### src/rtl/vliw_disp_pkg.sv
package vliw_disp_pkg;
  typedef enum logic {
    HOLD_EMPTY = 1'b0,
    HOLD_BUSY  = 1'b1
  } hold_state_e;
endpackage

### src/rtl/chain_scan.sv
module chain_scan #(
  parameter int unsigned SLOTS = 8,
  localparam int unsigned PTR_W = $clog2(SLOTS)
) (
  input  logic [SLOTS-1:0] chain,
  input  logic [PTR_W-1:0] start,
  output logic [SLOTS-1:0] mask,
  output logic             last,
  output logic [PTR_W-1:0] next_start
);
  function automatic logic [SLOTS-1:0] span_mask(input logic [SLOTS-1:0] ch,
                                                  input logic [PTR_W-1:0] st);
    logic [SLOTS-1:0] m;
    logic open, closed;
    m = '0;
    open = 1'b0;
    closed = 1'b0;
    for (int i = 0; i < SLOTS; i++) begin
      if (PTR_W'(i) == st) open = 1'b1;
      if (open && !closed) begin
        m[i] = 1'b1;
        if (!ch[i] || i == SLOTS - 1) closed = 1'b1;
      end
    end
    return m;
  endfunction

  function automatic logic [PTR_W-1:0] step_start(input logic [PTR_W-1:0] st,
                                                  input logic [SLOTS-1:0] m);
    logic [PTR_W:0] sum;
    sum = {1'b0, st};
    for (int i = 0; i < SLOTS; i++) sum = sum + (PTR_W + 1)'(m[i]);
    return sum[PTR_W-1:0];
  endfunction

  always_comb begin
    mask       = span_mask(chain, start);
    last       = mask[SLOTS-1];
    next_start = step_start(start, mask);
  end
endmodule

### src/rtl/slot_gate.sv
module slot_gate #(
  parameter int unsigned SLOTS     = 8,
  parameter int unsigned INSN_W    = 32,
  parameter int unsigned CHAIN_POS = 0
) (
  input  logic [SLOTS*INSN_W-1:0] bundle,
  input  logic [SLOTS-1:0]        mask,
  output logic [SLOTS*INSN_W-1:0] lanes,
  output logic [SLOTS-1:0]        chain
);
  for (genvar g = 0; g < SLOTS; g++) begin : g_slot
    assign chain[g] = bundle[g*INSN_W + CHAIN_POS];
    assign lanes[g*INSN_W +: INSN_W] = mask[g] ? bundle[g*INSN_W +: INSN_W] : '0;
  end
endmodule

### src/rtl/packet_hold.sv
module packet_hold
  import vliw_disp_pkg::*;
#(
  parameter int unsigned FETCH_W = 256,
  parameter int unsigned PTR_W   = 3
) (
  input  logic               clk,
  input  logic               rst_n,
  input  logic               load,
  input  logic [FETCH_W-1:0] data,
  input  logic               advance,
  input  logic               last,
  input  logic [PTR_W-1:0]   next_start,
  output logic               full,
  output logic [FETCH_W-1:0] bundle,
  output logic [PTR_W-1:0]   start
);
  hold_state_e state_q;

  always_ff @(posedge clk or negedge rst_n) begin
    if (!rst_n) begin
      state_q <= HOLD_EMPTY;
      bundle  <= '0;
      start   <= '0;
    end else if (load) begin
      state_q <= HOLD_BUSY;
      bundle  <= data;
      start   <= '0;
    end else if (advance) begin
      if (last) state_q <= HOLD_EMPTY;
      start <= last ? '0 : next_start;
    end
  end

  assign full = (state_q == HOLD_BUSY);
endmodule

### src/rtl/exec_bundle_dispatch.sv
module exec_bundle_dispatch #(
  parameter int unsigned SLOTS     = 8,
  parameter int unsigned INSN_W    = 32,
  parameter int unsigned CHAIN_POS = 0,
  localparam int unsigned FETCH_W  = SLOTS * INSN_W,
  localparam int unsigned PTR_W    = $clog2(SLOTS)
) (
  input  logic               clk,
  input  logic               rst_n,
  output logic               fetch_req,
  input  logic               fetch_vld,
  input  logic [FETCH_W-1:0] fetch_data,
  input  logic               stall,
  output logic               disp_vld,
  output logic [SLOTS-1:0]   disp_mask,
  output logic [FETCH_W-1:0] disp_insn
);
  logic               held;
  logic [FETCH_W-1:0] bundle;
  logic [PTR_W-1:0]   start;
  logic [SLOTS-1:0]   chain;
  logic [SLOTS-1:0]   span;
  logic [FETCH_W-1:0] lanes;
  logic [PTR_W-1:0]   next_start;

  // named events for the checker
  logic fetch_take;
  logic issue_fire;
  logic packet_last;

  assign fetch_req  = !held;
  assign fetch_take = fetch_req && fetch_vld;
  assign issue_fire = held && !stall;

  packet_hold #(.FETCH_W(FETCH_W), .PTR_W(PTR_W)) u_hold (
    .clk(clk), .rst_n(rst_n), .load(fetch_take), .data(fetch_data),
    .advance(issue_fire), .last(packet_last), .next_start(next_start),
    .full(held), .bundle(bundle), .start(start)
  );

  chain_scan #(.SLOTS(SLOTS)) u_scan (
    .chain(chain), .start(start), .mask(span),
    .last(packet_last), .next_start(next_start)
  );

  slot_gate #(.SLOTS(SLOTS), .INSN_W(INSN_W), .CHAIN_POS(CHAIN_POS)) u_gate (
    .bundle(bundle), .mask(span), .lanes(lanes), .chain(chain)
  );

  assign disp_vld  = held;
  assign disp_mask = held ? span : '0;
  assign disp_insn = held ? lanes : '0;
endmodule

### config.mk
export PLATFORM = sky130hd
export DESIGN_NAME = exec_bundle_dispatch
export DESIGN_NICKNAME = d
export VERILOG_FILES = /design/src/rtl/vliw_disp_pkg.sv /design/src/rtl/chain_scan.sv /design/src/rtl/slot_gate.sv /design/src/rtl/packet_hold.sv /design/src/rtl/exec_bundle_dispatch.sv
export SDC_FILE = /design/constraint.sdc
export NUM_CORES = 1
export LEC_CHECK = 0
export CORE_AREA = 4 4 223 225
export DETAILED_ROUTE_END_ITERATION = 10
export DIE_AREA = 0 0 227 229
export DONT_BUFFER_PORTS = 1
export GPL_ROUTABILITY_DRIVEN = 0
export SLEW_MARGIN = 10
export SYNTH_ARGS = -nofsm -noshare
export SYNTH_HDL_FRONTEND = slang
export SYNTH_SLANG_ARGS = --single-unit
### constraint.sdc
create_clock -name clk -period 5.92 [get_ports clk]
set_input_delay 0 -clock clk [delete_from_list [all_inputs] [get_ports clk]]
set_output_delay 0 -clock clk [all_outputs]
set_load 0.03 [all_outputs]
# After elaboration in Yosys (flattened, before gate mapping)
# Cells that the tools add are included.
# totals
register_bits,260
out_inout_bits,266
# op_classes
muxes,46
reduce_logical,22
n_eq_ne,7
addsub,8
# ops
operator,count
$mux W256,1
$mux W32,8
$mux W1,33
$add A3 B1 Y3,8
$eq A3 B3 Y1 const A,4
$logic_and A1 B1 Y1,9
$logic_not A1 Y1,9
$mux W3,3
$mux W8,1
$eq A2 B3 Y1 const A,2
$reduce_bool A2 Y1,2
$eq A1 B3 Y1 const A,1
$logic_not A3 Y1,1
$reduce_and A2 Y1,1

# Longest topological paths before layout
# Gate-level depths: netlist (run 1).
# depth
depth_word,28
mapped_depth,16

# By module
# From an unflattened synthesis (run 1), not the netlist that was laid out.
# hier_totals
hier_cells,1175
hier_area_um2,14825.5
# by_module_without_submodules
module,area_per_inst_um2,cells_each,n_inst
packet_hold,10497.6,552,1
slot_gate,2102.0,288,1
exec_bundle_dispatch,1815.5,296,1
chain_scan,410.4,39,1

# Least setup slack after synthesis (run 1)
# OpenSTA, ideal clock, no wires.
# synth_path
path_kind,reg-to-reg
from,register u_hold.start[1]
to,register u_hold.start[2]
path_stages_with_launch,17
t_arrival_ns,3.919
slack_ns,1.856
period_less_slack_ns,4.064
setup_ns,0.146
path_cell_list,dfrtp_1 -> buf_4 -> o21ai_1 -> a211oi_2 -> buf_2 -> ha_1 -> inv_1 -> fa_1 -> inv_1 -> fa_1 -> inv_1 -> fa_1 -> fa_1 -> xnor2_1 -> xnor2_1 -> a31oi_1 -> o21ai_0
# synth_via
elab_chain_cells,28
word_cells_on_any_way,62
cone_classes,add/sub: 8; eq/ne: 7; mux: 32; reduce/logical: 15
# synth_rtl
element,line,rtl
from (decl),packet_hold.sv:16,output logic [PTR_W-1:0] start
from (signal assigned),packet_hold.sv:31,start <= last ? '0 : next_start;
branches (longest 25 deep; another with $add A3 B1 Y3),--,
$mux W3 *,packet_hold.sv:31,
$mux W3 *,packet_hold.sv:29,end else if (advance) begin
$mux W3 *,packet_hold.sv:25,end else if (load) begin
# Mark *: on every way between the ends. The select of a mux whose other input is x is not followed.
# A chain may end at the register's enable or synchronous reset.

# Worst setup path after layout (run 1)
# Ends and elaborated chain as after synthesis.

==> summary.md, run 1 <==
| Metric | Value |
|---|---|
| #FFs+latches synth | 260 |
| Synth area leaders | dfrtp_1, mux2_2, and2_1 |
| Slew margin rel. | a little over a third |
| Power Dens Cells | 532 mW/mm^2 |
| Post-DP HPWL | 23100 um |
| Gr usage total | 12.3% |
| Antenna Violating Nets Remaining | 0 |
| R2r startpoint | u_hold.start[1] |
| Clock Latency Late Sink | 0.55 ns |
| Worst Hold Slack | -0.854 ns |
| Share of cells above drive strength 1 | between 20 and 30% |
| Clk_skew | roughly 0.016 ns |
| Vias in the first global route | 8924 |
| Synthesized cell area | 0.0119 sq mm |
| Post-Place Cells | around 1.5k |
| Routed Wire Length | 34500 um |
| IO buf count | 0 |
| CTS tree | yes |
| Synth warn | 0 |
| Worst EP arrival | 4.93 ns |
| CP endpoint kind | flip-flop |
| Asr flop ratio synth | 100% |
| Period minus WS final | 4.47 ns |
| Synth cell types | 36 |
| R2R cell count | 15 |
| R2r setup slk | 1.45 ns |
| Syn Inst Count | 908 |
| CTS root buf | clkbuf_16 |
| Final Instance Count excl. Fillers | 1786 |
| Pre-antenna DRT Iters | 4 |
| Clock transition at the registers of the reported paths | 0.06 ns |
| Hold Violations, Final | 260 |
| Final setup violation count | 0 |
| Peak Freq | 224 MHz |
| Most common cell in the netlist | dfrtp_1 |
| WS Path Type | reg2reg |
| Maximum VDD drop | roughly 270 uV |
| Via density | ~4.4 |
| First-pass GRT wire length | 50700 um |
| Setup_tns | 0 ns |
| Full die area | approximately 0.052 sq mm |
| Worst Path Required | 6.38 ns |
| Initial antenna violation count | 3 |
| I/O pin total | 526 |
| Core Region | 0.0475 sq mm |
| Synth area leader | dfrtp_1 |
| Worst flop-to-flop path endpoint | u_hold.start[2] |
| # Post-CTS Setup Buffers | 0 |
| Die Ht | about 230 um |
| Wire per inst | just under 20 um |
| Clock Sinks | 260 |
| Max Cap Viol | 0 |
| Startpoint Class | flip-flop |
| GRT overflow | 0 |
| Period Utilization, post-route | 75.5% |
| RSZ-0062 raised after global routing | no |
| Hold-fix buffers, CTS | 259 |
| Status | finished, violations left |
| Lkg Pwr | 6.93 nW |
| Most frequent cells after synthesis | dfrtp_1, mux2_2, and2_1 |
| Pins Over Slew Limit | 0 |
| Top_reg_cell synth | dfrtp_1 |
| Nets | 1416 |
| Seq/Total Area, Yosys | 54.9% |
| Synth top area share | 54.9% |
| Post-Synthesis Mean Instance Area | between 10 and 15 sq um |
| Layout filler cell count | roughly 4.6k |
| H-tree depth | 1 |
| Largest net degree at the start of global routing | between 200 and 300 |
| Failing checks | hold timing |
| Initial DRC count | between 200 and 250 |
| Syn_nets | about 1.2k |
| DRC errors left | 0 |
| Crit Path Max Fanout | 34 |
| EDFF count, synth | 0 |
| Worst slew pin tran | 0.952 ns |
| Core Rows | 80 |
| CTS Buf Count | 29 |
| PostCTS Resize Cnt | 0 |
| Worst-case clock buffer depth | 3 |
| Vias | 7888 |
| Worst min path class | in2async |
| Die Width | 227 um |
| Initial core utilization | 24.9% |
| Area grow syn2layout | 35.0% |
-- layout by cell type (no fill, tap or decap), drive strengths merged, types with 2 or more instances in the layout --
cell type,n
ha,3
xnor2,2
a21oi,5
o31ai,2
inv,11
dfrtp,260
and3,32
clkinvlp,2
nand3,4
buf,12
dlygate4sd3,259
nor2b,3
and2,225
nor2,9
clkbuf,45
a211oi,4
o21ai,5
clkinv,3
mux2,256
bufinv,2
fa,4
nand2,8
a21o,4
-- area by class of cell --
cell class | instances | area [sq um] | area share, %
tap | 615 | 769 | 4.81
antenna | 1 | 2.50 | 0.0156
sequential | 260 | 6510 | 40.6
inverter | 11 | 41.3 | 0.258
multi-input combinational | 576 | 5030 | 31.4
clock buffer | 45 | 876 | 5.47
clock inverter | 7 | 90.1 | 0.563
timing repair buffer | 271 | 2700 | 16.8
-- where the power goes --
part	internal (mW)	switching, mW	leakage, nW
registers	2.64	0.487	3.18
logic	1.31	2.27	3.28
clock network	1.09	0.715	0.471
-- through the flow --
stage,cell area (sq um),worst slack [ns],power (mW),hold slack (ns),util [%]
3_5_place_dp,12500,1.47,6.61,-0.289,26.2
6_report,16000,1.45,8.52,-0.854,33.7
2_1_floorplan,11900,1.86,5.94,-0.296,-
5_1_grt,16000,1.22,9.01,-0.884,33.7
4_1_cts,16000,1.45,8.60,-0.889,33.7
3_3_place_gp,12500,1.62,6.50,-0.288,26.2
-- per-layer routing --
| metal | up-vias | GRT usage, % | routed length (um) |
|---|---|---|---|
| li1 | 3535 | - | - |
| met1 | 3913 | 13.0 | 12600 |
| met2 | 361 | 22.4 | 17700 |
| met3 | 75 | 4.10 | 3080 |
| met4 | 4 | 4.61 | 1170 |
| met5 | - | 0 | 21 |
-- registers in the layout, indices dropped and copies added, names as in the netlist --
name	flops
u_hold.full	1
u_hold.bundle	256
u_hold.start	3
-- worst max-delay path by stage --
stage          slack (ns)               to             from
5_1_grt              1.22  u_hold.start[2]  u_hold.start[1]
3_5_place_dp         1.47  u_hold.start[2]  u_hold.start[1]
4_1_cts              1.45  u_hold.start[2]  u_hold.start[1]
3_3_place_gp         1.62  u_hold.start[2]  u_hold.start[1]
2_1_floorplan        1.86  u_hold.start[2]  u_hold.start[1]
6_report             1.45  u_hold.start[2]  u_hold.start[1]
-- cells by family after synthesis --
| kind of cell | synth area share (%) |
|---|---|
| muxes | 24.3 |
| buffers and inverters | 2.96 |
| DFF | 54.9 |
| and+or+nand+nor | 14.6 |
| adders and majority gates | 0.992 |
| xor gates and xnor gates | 0.222 |
| AOI/OAI and AO/OA | 2.09 |
-- worst max-delay path, cell delays in order, from the launching register on --
cell,delay (ns)
dfrtp_1,0.68
o21ai_1,0.15
a211oi_2,0.23
buf_4,0.32
ha_1,0.18
inv_1,0.05
fa_1,0.53
inv_1,0.05
fa_1,0.50
inv_1,0.06
fa_1,0.45
fa_1,0.45
xnor2_1,0.25
xor2_1,0.22
o2111ai_1,0.15
o21ai_0,0.11
Power figures use the tool's default switching activity.
==> run 2, diff against run 1 <==
==> constraint.sdc (replaced) <==
create_clock -name clk -period 4.3 [get_ports clk]
set_input_delay 0 -clock clk [delete_from_list [all_inputs] [get_ports clk]]
set_output_delay 0 -clock clk [all_outputs]
set_load 0.03 [all_outputs]
==> run 2 against run 1 <==
The flow still finishes with violations (hold timing). Die area is the same. Critical path depth down 1. Sequential share of layout area shrank 0.18 points. Register-to-register slack lost 1.1 ns. Total power is 37% higher. Combinational power rose by 41%. Final cell count up 0.84%. Count of clock-buffer cells in the layout fell by 3. First-iteration DRC count grew 12%. Critical path type unchanged. Critical endpoint unchanged. Largest cell class unchanged.
==> summary.md, run 2 (synthesis gave the netlist of run 1 again) <==
| Metric | Value |
|---|---|
| Initial DRC count | 263 (+12%) |
| Crit Path Max Fanout | 10 (-71%) |
| Clock Latency Late Sink | 0.54 ns (about the same) |
| Core Region | 0.0475 sq mm (unchanged) |
| Via density | 4.35 (-1.4%) |
| Routed Wire Length | 34800 um (+0.81%) |
| Lkg Pwr | 6.98 nW (+0.63%) |
| Core Rows | 80 (unchanged) |
| WS Path Type | reg2reg |
| Initial core utilization | 24.9% (unchanged) |
| Worst EP arrival | 4.44 ns (-0.49 ns) |
| Area grow syn2layout | 35.7% |
| Antenna Violating Nets Remaining | 0 (unchanged) |
| Final design utilization | 33.9% (+0.17 points) |
| Final Instance Count excl. Fillers | 1801 (+0.84%) |
| Peak Freq | 251 MHz (+12%) |
| Vias | 7841 (-0.60%) |
| Max Cap Viol | 0 (unchanged) |
| Layout filler cell count | 4539 (-0.83%) |
| Max reg flops | 256 (unchanged) |
| Vias in the first global route | 8935 (+0.12%) |
| Worst Hold Slack | -0.842 ns (+0.0121 ns) |
| Area taken by multi-input logic gates | 0.00504 sq mm (about the same) |
| # Post-CTS Setup Buffers | 0 (unchanged) |
| Nets | 1430 (+0.99%) |
| Share of cells above drive strength 1 | 28.6% (+0.82 points) |
| Final setup violation count | 0 (unchanged) |
| I/O pin total | 526 (unchanged) |
| Power Dens Cells | 728 mW/mm^2 (+37%) |
| Die Ht | 229 um (unchanged) |
| RSZ-0062 raised after global routing | no |
| Largest net degree at the start of global routing | 261 (unchanged) |
| H-tree depth | 1 (unchanged) |
| Commonest non-fill, non-tap cell in the layout | dlygate4sd3_1 |
| R2r setup slk | 0.32 ns (-1.13 ns) |
| Most flop-heavy register | u_hold.bundle |
| Worst slew pin tran | 1.13 ns (+0.174 ns) |
| Gr usage total | 12.6% (+0.33 points) |
| CTS Buf Count | 29 (unchanged) |
| CP endpoint kind | flip-flop |
| Clock transition at the registers of the reported paths | 0.06 ns (about the same) |
| Initial antenna violation count | 5 (+2) |
| Full die area | 0.0520 sq mm (unchanged) |
| Worst min path class | in2async |
| Slew margin rel. | 24.7% (-12 points) |
| Clock Sinks | 260 (unchanged) |
| Maximum VDD drop | 410 uV (+51%) |
| Post-Place Cells | 1486 (+0.81%) |
| Hold-fix buffers, CTS | 261 (+0.77%) |
| Period Utilization, post-route | 92.6% (+17 points) |
| Seq. cell area | 0.00651 sq mm (about the same) |
| IO buf count | 0 (unchanged) |
| Startpoint Class | flip-flop |
| Failing checks | hold timing |
| Pins Over Slew Limit | 0 (unchanged) |
| Hold Violations, Final | 260 (unchanged) |
| Period minus WS final | 3.98 ns (-0.486 ns) |
| Setup_tns | 0 ns (unchanged) |
| Post-DP HPWL | 23800 um (+3.1%) |
| CTS tree | yes |
| DRC errors left | 0 (unchanged) |
| Status | finished, violations left |
| Worst-case clock buffer depth | 3 (unchanged) |
| First-pass GRT wire length | 52100 um (+2.7%) |
| Commonest cells after routing, fill and taps aside | dlygate4sd3_1, dfrtp_1, mux2_2, and2_1, and3_1 |
| Pre-antenna DRT Iters | 4 (unchanged) |
| Clk_skew | 0.00642 ns (-0.00910 ns) |
| GRT overflow | 0 (unchanged) |
| Worst Path Required | 4.76 ns (-1.62 ns) |
| CTS root buf | clkbuf_16 |
| Die Width | 227 um (unchanged) |
| Wire per inst | 19.3 um (about the same) |
| Design Power | 11.7 mW (+37%) |
==> run 2: changes by cell type in the layout (fill, tap and decap cells not counted), sizes merged <==
cell,delta
clkinv,+1
clkbuf,-3
bufinv,-1
inv,+1
diode,+3
buf,+12
dlygate4sd3,+2
==> run 2: repair_timing <==
item / 4_1_cts / 5_1_grt
endpoints found under the setup margin: 0 / 1
gates resized for setup: 0 / 3
hold endpoints to repair: 520 / 260
==> run 2: path summary, 6_finish.rpt <==
check                                    from                  to  cells past startpoint
max                           u_hold.start[0]     u_hold.start[2]                     14
min                                     rst_n  u_hold.bundle[142]                      0
max reg2reg                   u_hold.start[0]     u_hold.start[2]                     14
min reg2reg                u_hold.bundle[251]  u_hold.bundle[251]                      1
max in group asynchronous               rst_n  u_hold.bundle[245]                      0
min in group clk                    fetch_vld  u_hold.bundle[161]                      2
==> run 2: stage by stage <==
stage	setup WS, ns	cell area, sq um	hold WS, ns
floorplan	0.236	11900	-0.296
global placement	0.341	12600	-0.289
detailed placement	0.242	12600	-0.288
CTS	0.216	16100	-0.891
global route	0.0462	16100	-0.890
finish	0.319	16100	-0.842
==> run 2: power by group <==
group          leakage (nW)  total (mW)  internal [mW]  switching (mW)
Clock                 0.443        2.37           1.40           0.979
Combinational          3.35        5.04           1.86            3.18
Sequential             3.18        4.30           3.64           0.657
==> run 2: area by class of cell <==
type                       instances  share of cell area (%)
antenna                            4                  0.0622
clock buffer                      42                    5.19
clock inverter                     8                   0.459
inverter                          11                   0.257
multi-input combinational        576                    31.3
sequential                       260                    40.4
tap                              615                    4.78
timing repair buffer             285                    17.5
==> run 2: critical path, cell delays in order (launching register included) <==
cell     delay, ns
dfrtp_2       0.48
a21oi_1       0.12
o211a_4       0.29
a21oi_1       0.22
inv_1         0.09
fa_1          0.51
inv_1         0.05
fa_1          0.51
inv_1         0.07
fa_1          0.46
fa_1          0.47
xnor2_1       0.26
xnor2_1       0.15
a31oi_1       0.09
o21ai_0       0.15
==> run 2: layer usage <==
layer	track usage, %	share of wire (%)
met3	3.62	8.5
met4	4.14	3.0
met1	14.1	37
met5	0	0.037
met2	22.8	51
==> run 3, diff against run 2 <==
--- a/config.mk
+++ b/config.mk
@@ -5,12 +5,13 @@
 export SDC_FILE = /design/constraint.sdc
 export NUM_CORES = 1
 export LEC_CHECK = 0
-export CORE_AREA = 4 4 223 225
+export CORE_AREA = 4 4 205 207
 export DETAILED_ROUTE_END_ITERATION = 10
-export DIE_AREA = 0 0 227 229
+export DIE_AREA = 0 0 209 211
 export DONT_BUFFER_PORTS = 1
 export GPL_ROUTABILITY_DRIVEN = 0
 export SLEW_MARGIN = 10
 export SYNTH_ARGS = -nofsm -noshare
 export SYNTH_HDL_FRONTEND = slang
 export SYNTH_SLANG_ARGS = --single-unit
+export TNS_END_PERCENT = 1
==> run 3 against run 2 <==
The flow still finishes with violations (hold timing). Sequential power hardly changed. Count of clock-buffer cells in the layout is 3 higher. Sequential share of layout area shrank 0.30 points. Highest routed layer unchanged. Critical path type unchanged. Global-route usage up 2.4 points. Via count up 2.9%. Clock skew rose by 0.0040 ns. Largest power group unchanged. First-iteration DRC count rose by 68%. Critical path depth did not move. Critical endpoint unchanged. Final cell count shrank 4.0%. Utilization is 6.3 points higher. Combinational power increased by 1%.
==> summary.md, run 3 (synthesis gave the netlist of run 1 again) <==
| Metric | Value |
|---|---|
| Status | finished, violations left |
| Failing checks | hold timing |
| Die Width | 209 um (-7.9%) |
| WS Path Type | reg2reg |
| Period Utilization, post-route | 94.4% (+1.8 points) |
| Vias in the first global route | 8849 (-0.96%) |
| Startpoint Class | flip-flop |
| Comb power frac | 42.5% (-0.5 points) |
| Core Rows | 74 (-7.5%) |
| Wire per inst | 20.2 um (+4.6%) |
| Placed Area | 0.0125 sq mm (-0.75%) |
| Pre-antenna DRT Iters | 4 (unchanged) |
| Die Ht | 211 um (-7.9%) |
| Clock Latency Late Sink | 0.56 ns (+0.02 ns) |
| Most flop-heavy register | u_hold.bundle |
| Initial antenna violation count | 4 (-1) |
| Antenna Violating Nets Remaining | 0 (unchanged) |
| Sw Pwr | 4.88 mW (+1.3%) |
| Lkg Pwr | 7.09 nW (+1.6%) |
| Largest net degree at the start of global routing | 261 (unchanged) |
| Worst Path Required | 4.77 ns (about the same) |
| Max reg flops | 256 (unchanged) |
| Final Instance Area | 0.0162 sq mm (+0.74%) |
| CP endpoint kind | flip-flop |
| Commonest non-fill, non-tap cell in the layout | dlygate4sd3_1 |
| CTS tree | yes |
| Hold Violations, Final | 260 (unchanged) |
| Initial core utilization | 29.4% (+4.4 points) |
| H-tree depth | 1 (unchanged) |
| Gr usage total | 15.0% (+2.4 points) |
| Final setup violation count | 0 (unchanged) |
| RSZ-0062 raised after global routing | no |
| Maximum VDD drop | 457 uV (+12%) |
| Setup_tns | 0 ns (unchanged) |
| Peak Freq | 246 MHz (-1.9%) |
| # Post-CTS Setup Buffers | 0 (unchanged) |
| Initial DRC count | 443 (+68%) |
| CTS Buf Count | 30 (+3.4%) |
| Pins Over Slew Limit | 0 (unchanged) |
| Part of the power in registers | 35.8% (-0.9 points) |
| Commonest cells after routing, fill and taps aside | dlygate4sd3_1, dfrtp_1, mux2_2, and2_1, and3_1 |
| Period minus WS final | 4.06 ns (+0.0786 ns) |
| Nets | 1439 (+0.63%) |
| Clk_skew | 0.0104 ns (+0.00403 ns) |
| Vias | 8065 (+2.9%) |
| Area taken by multi-input logic gates | 0.00503 sq mm (about the same) |
| Sw Ratio | 40.7% (-0.47 points) |
| CTS root buf | clkbuf_16 |
| GRT overflow | 0 (unchanged) |
| Clock network power share | 21.7% (+1.4 points) |
| Via density | 4.66 (+7.1%) |
| DRC errors left | 0 (unchanged) |
| I/O pin total | 526 (unchanged) |
| Share of cells above drive strength 1 | 28.9% (+0.27 points) |
| Seq. cell area | 0.00651 sq mm (about the same) |
| Worst slew pin tran | 1.12 ns (-0.00987 ns) |
| Clock Sinks | 260 (unchanged) |
| Worst-case clock buffer depth | 3 (unchanged) |
| Hold-fix buffers, CTS | 271 (+3.8%) |
| Post-DP HPWL | 23100 um (-3.1%) |
| Routed Wire Length | 34900 um (+0.45%) |
| Int Power | 7.12 mW (+3.3%) |
| Power Dens Cells | 740 mW/mm^2 (+1.7%) |
| First-pass GRT wire length | 52800 um (+1.5%) |
| Worst Hold Slack | -0.869 ns (-0.0276 ns) |
| Layout filler cell count | 3682 (-19%) |
| Max Cap Viol | 0 (unchanged) |
| Design Power | 12.0 mW (+2.5%) |
| Worst EP arrival | 4.53 ns (+0.09 ns) |
| Full die area | 0.0441 sq mm (-15%) |
| Crit Path Max Fanout | 10 (unchanged) |
| Slew margin rel. | 25.4% (+0.66 points) |
| Area grow syn2layout | 36.7% |
| Clock transition at the registers of the reported paths | 0.06 ns (about the same) |
| IO buf count | 0 (unchanged) |
| Worst min path class | in2async |
| Core Region | 0.0404 sq mm (-15%) |
[run 3: layout make-up]
| cell class | instances | area share [%] |
|---|---|---|
| repair buffers | 293 | 18.1 |
| multi-input cells | 576 | 31.0 |
| clock inverters | 10 | 0.517 |
| clock buffers | 45 | 5.85 |
| flip-flops and latches | 260 | 40.1 |
| well taps | 532 | 4.11 |
| diodes | 2 | 0.0309 |
| inverters | 11 | 0.255 |
[run 3: per-stage QoR]
step | setup slack [ns] | utilization, % | std cells
2_1_floorplan | 0.236 | - | 908
3_3_place_gp | 0.271 | 30.9 | 1401
3_5_place_dp | 0.213 | 30.9 | 1401
4_1_cts | 0.191 | 40.1 | 1727
5_1_grt | 0.0448 | 40.2 | 1727
6_report | 0.240 | 40.2 | 1729
[run 3: path summary, 6_finish.rpt]
kind,start,to,slack [ns],cells past startpoint
max in group asynchronous,rst_n,u_hold.bundle[92],4.49,0
hold / removal,rst_n,u_hold.bundle[145],-0.87,0
setup reg to reg,u_hold.start[2],u_hold.start[2],0.24,14
hold reg to reg,u_hold.bundle[155],u_hold.bundle[155],0.49,1
min in group clk,fetch_data[46],u_hold.bundle[46],0.11,2
setup / recovery,u_hold.start[2],u_hold.start[2],0.24,14
[run 3: critical path, stage by stage, from the launching register on]
cell,delay [ns]
dfrtp_1,0.55
nand2_1,0.11
o211a_4,0.27
a21oi_1,0.24
inv_1,0.10
fa_1,0.51
inv_1,0.05
fa_1,0.49
inv_1,0.05
fa_1,0.45
fa_1,0.44
xnor2_1,0.27
xnor2_1,0.16
a31oi_1,0.09
o21ai_0,0.16
[run 3: metal layers]
| layer | wire length [um] | vias up | global-route usage, % |
|---|---|---|---|
| li1 | - | 3610 | - |
| met1 | 13500 | 4000 | 17.5 |
| met2 | 17700 | 369 | 26.3 |
| met3 | 2530 | 82 | 3.95 |
| met4 | 1210 | 4 | 5.85 |
| met5 | 16 | - | 0 |
[run 3: timing repair]
item | 4_1_cts | 5_1_grt
resized for setup | 0 | 2
setup endpoints to repair | 0 | 1
hold endpoints to repair | 520 | 260
[run 3: power groups by stage]
stage	combinational [mW]	sequential (mW)	clock, mW
2_1_floorplan	4.15	4.03	0
3_3_place_gp	4.74	4.25	0
3_5_place_dp	4.81	4.31	0
4_1_cts	5.11	4.28	2.67
5_1_grt	5.43	4.46	2.78
6_report	5.09	4.30	2.60
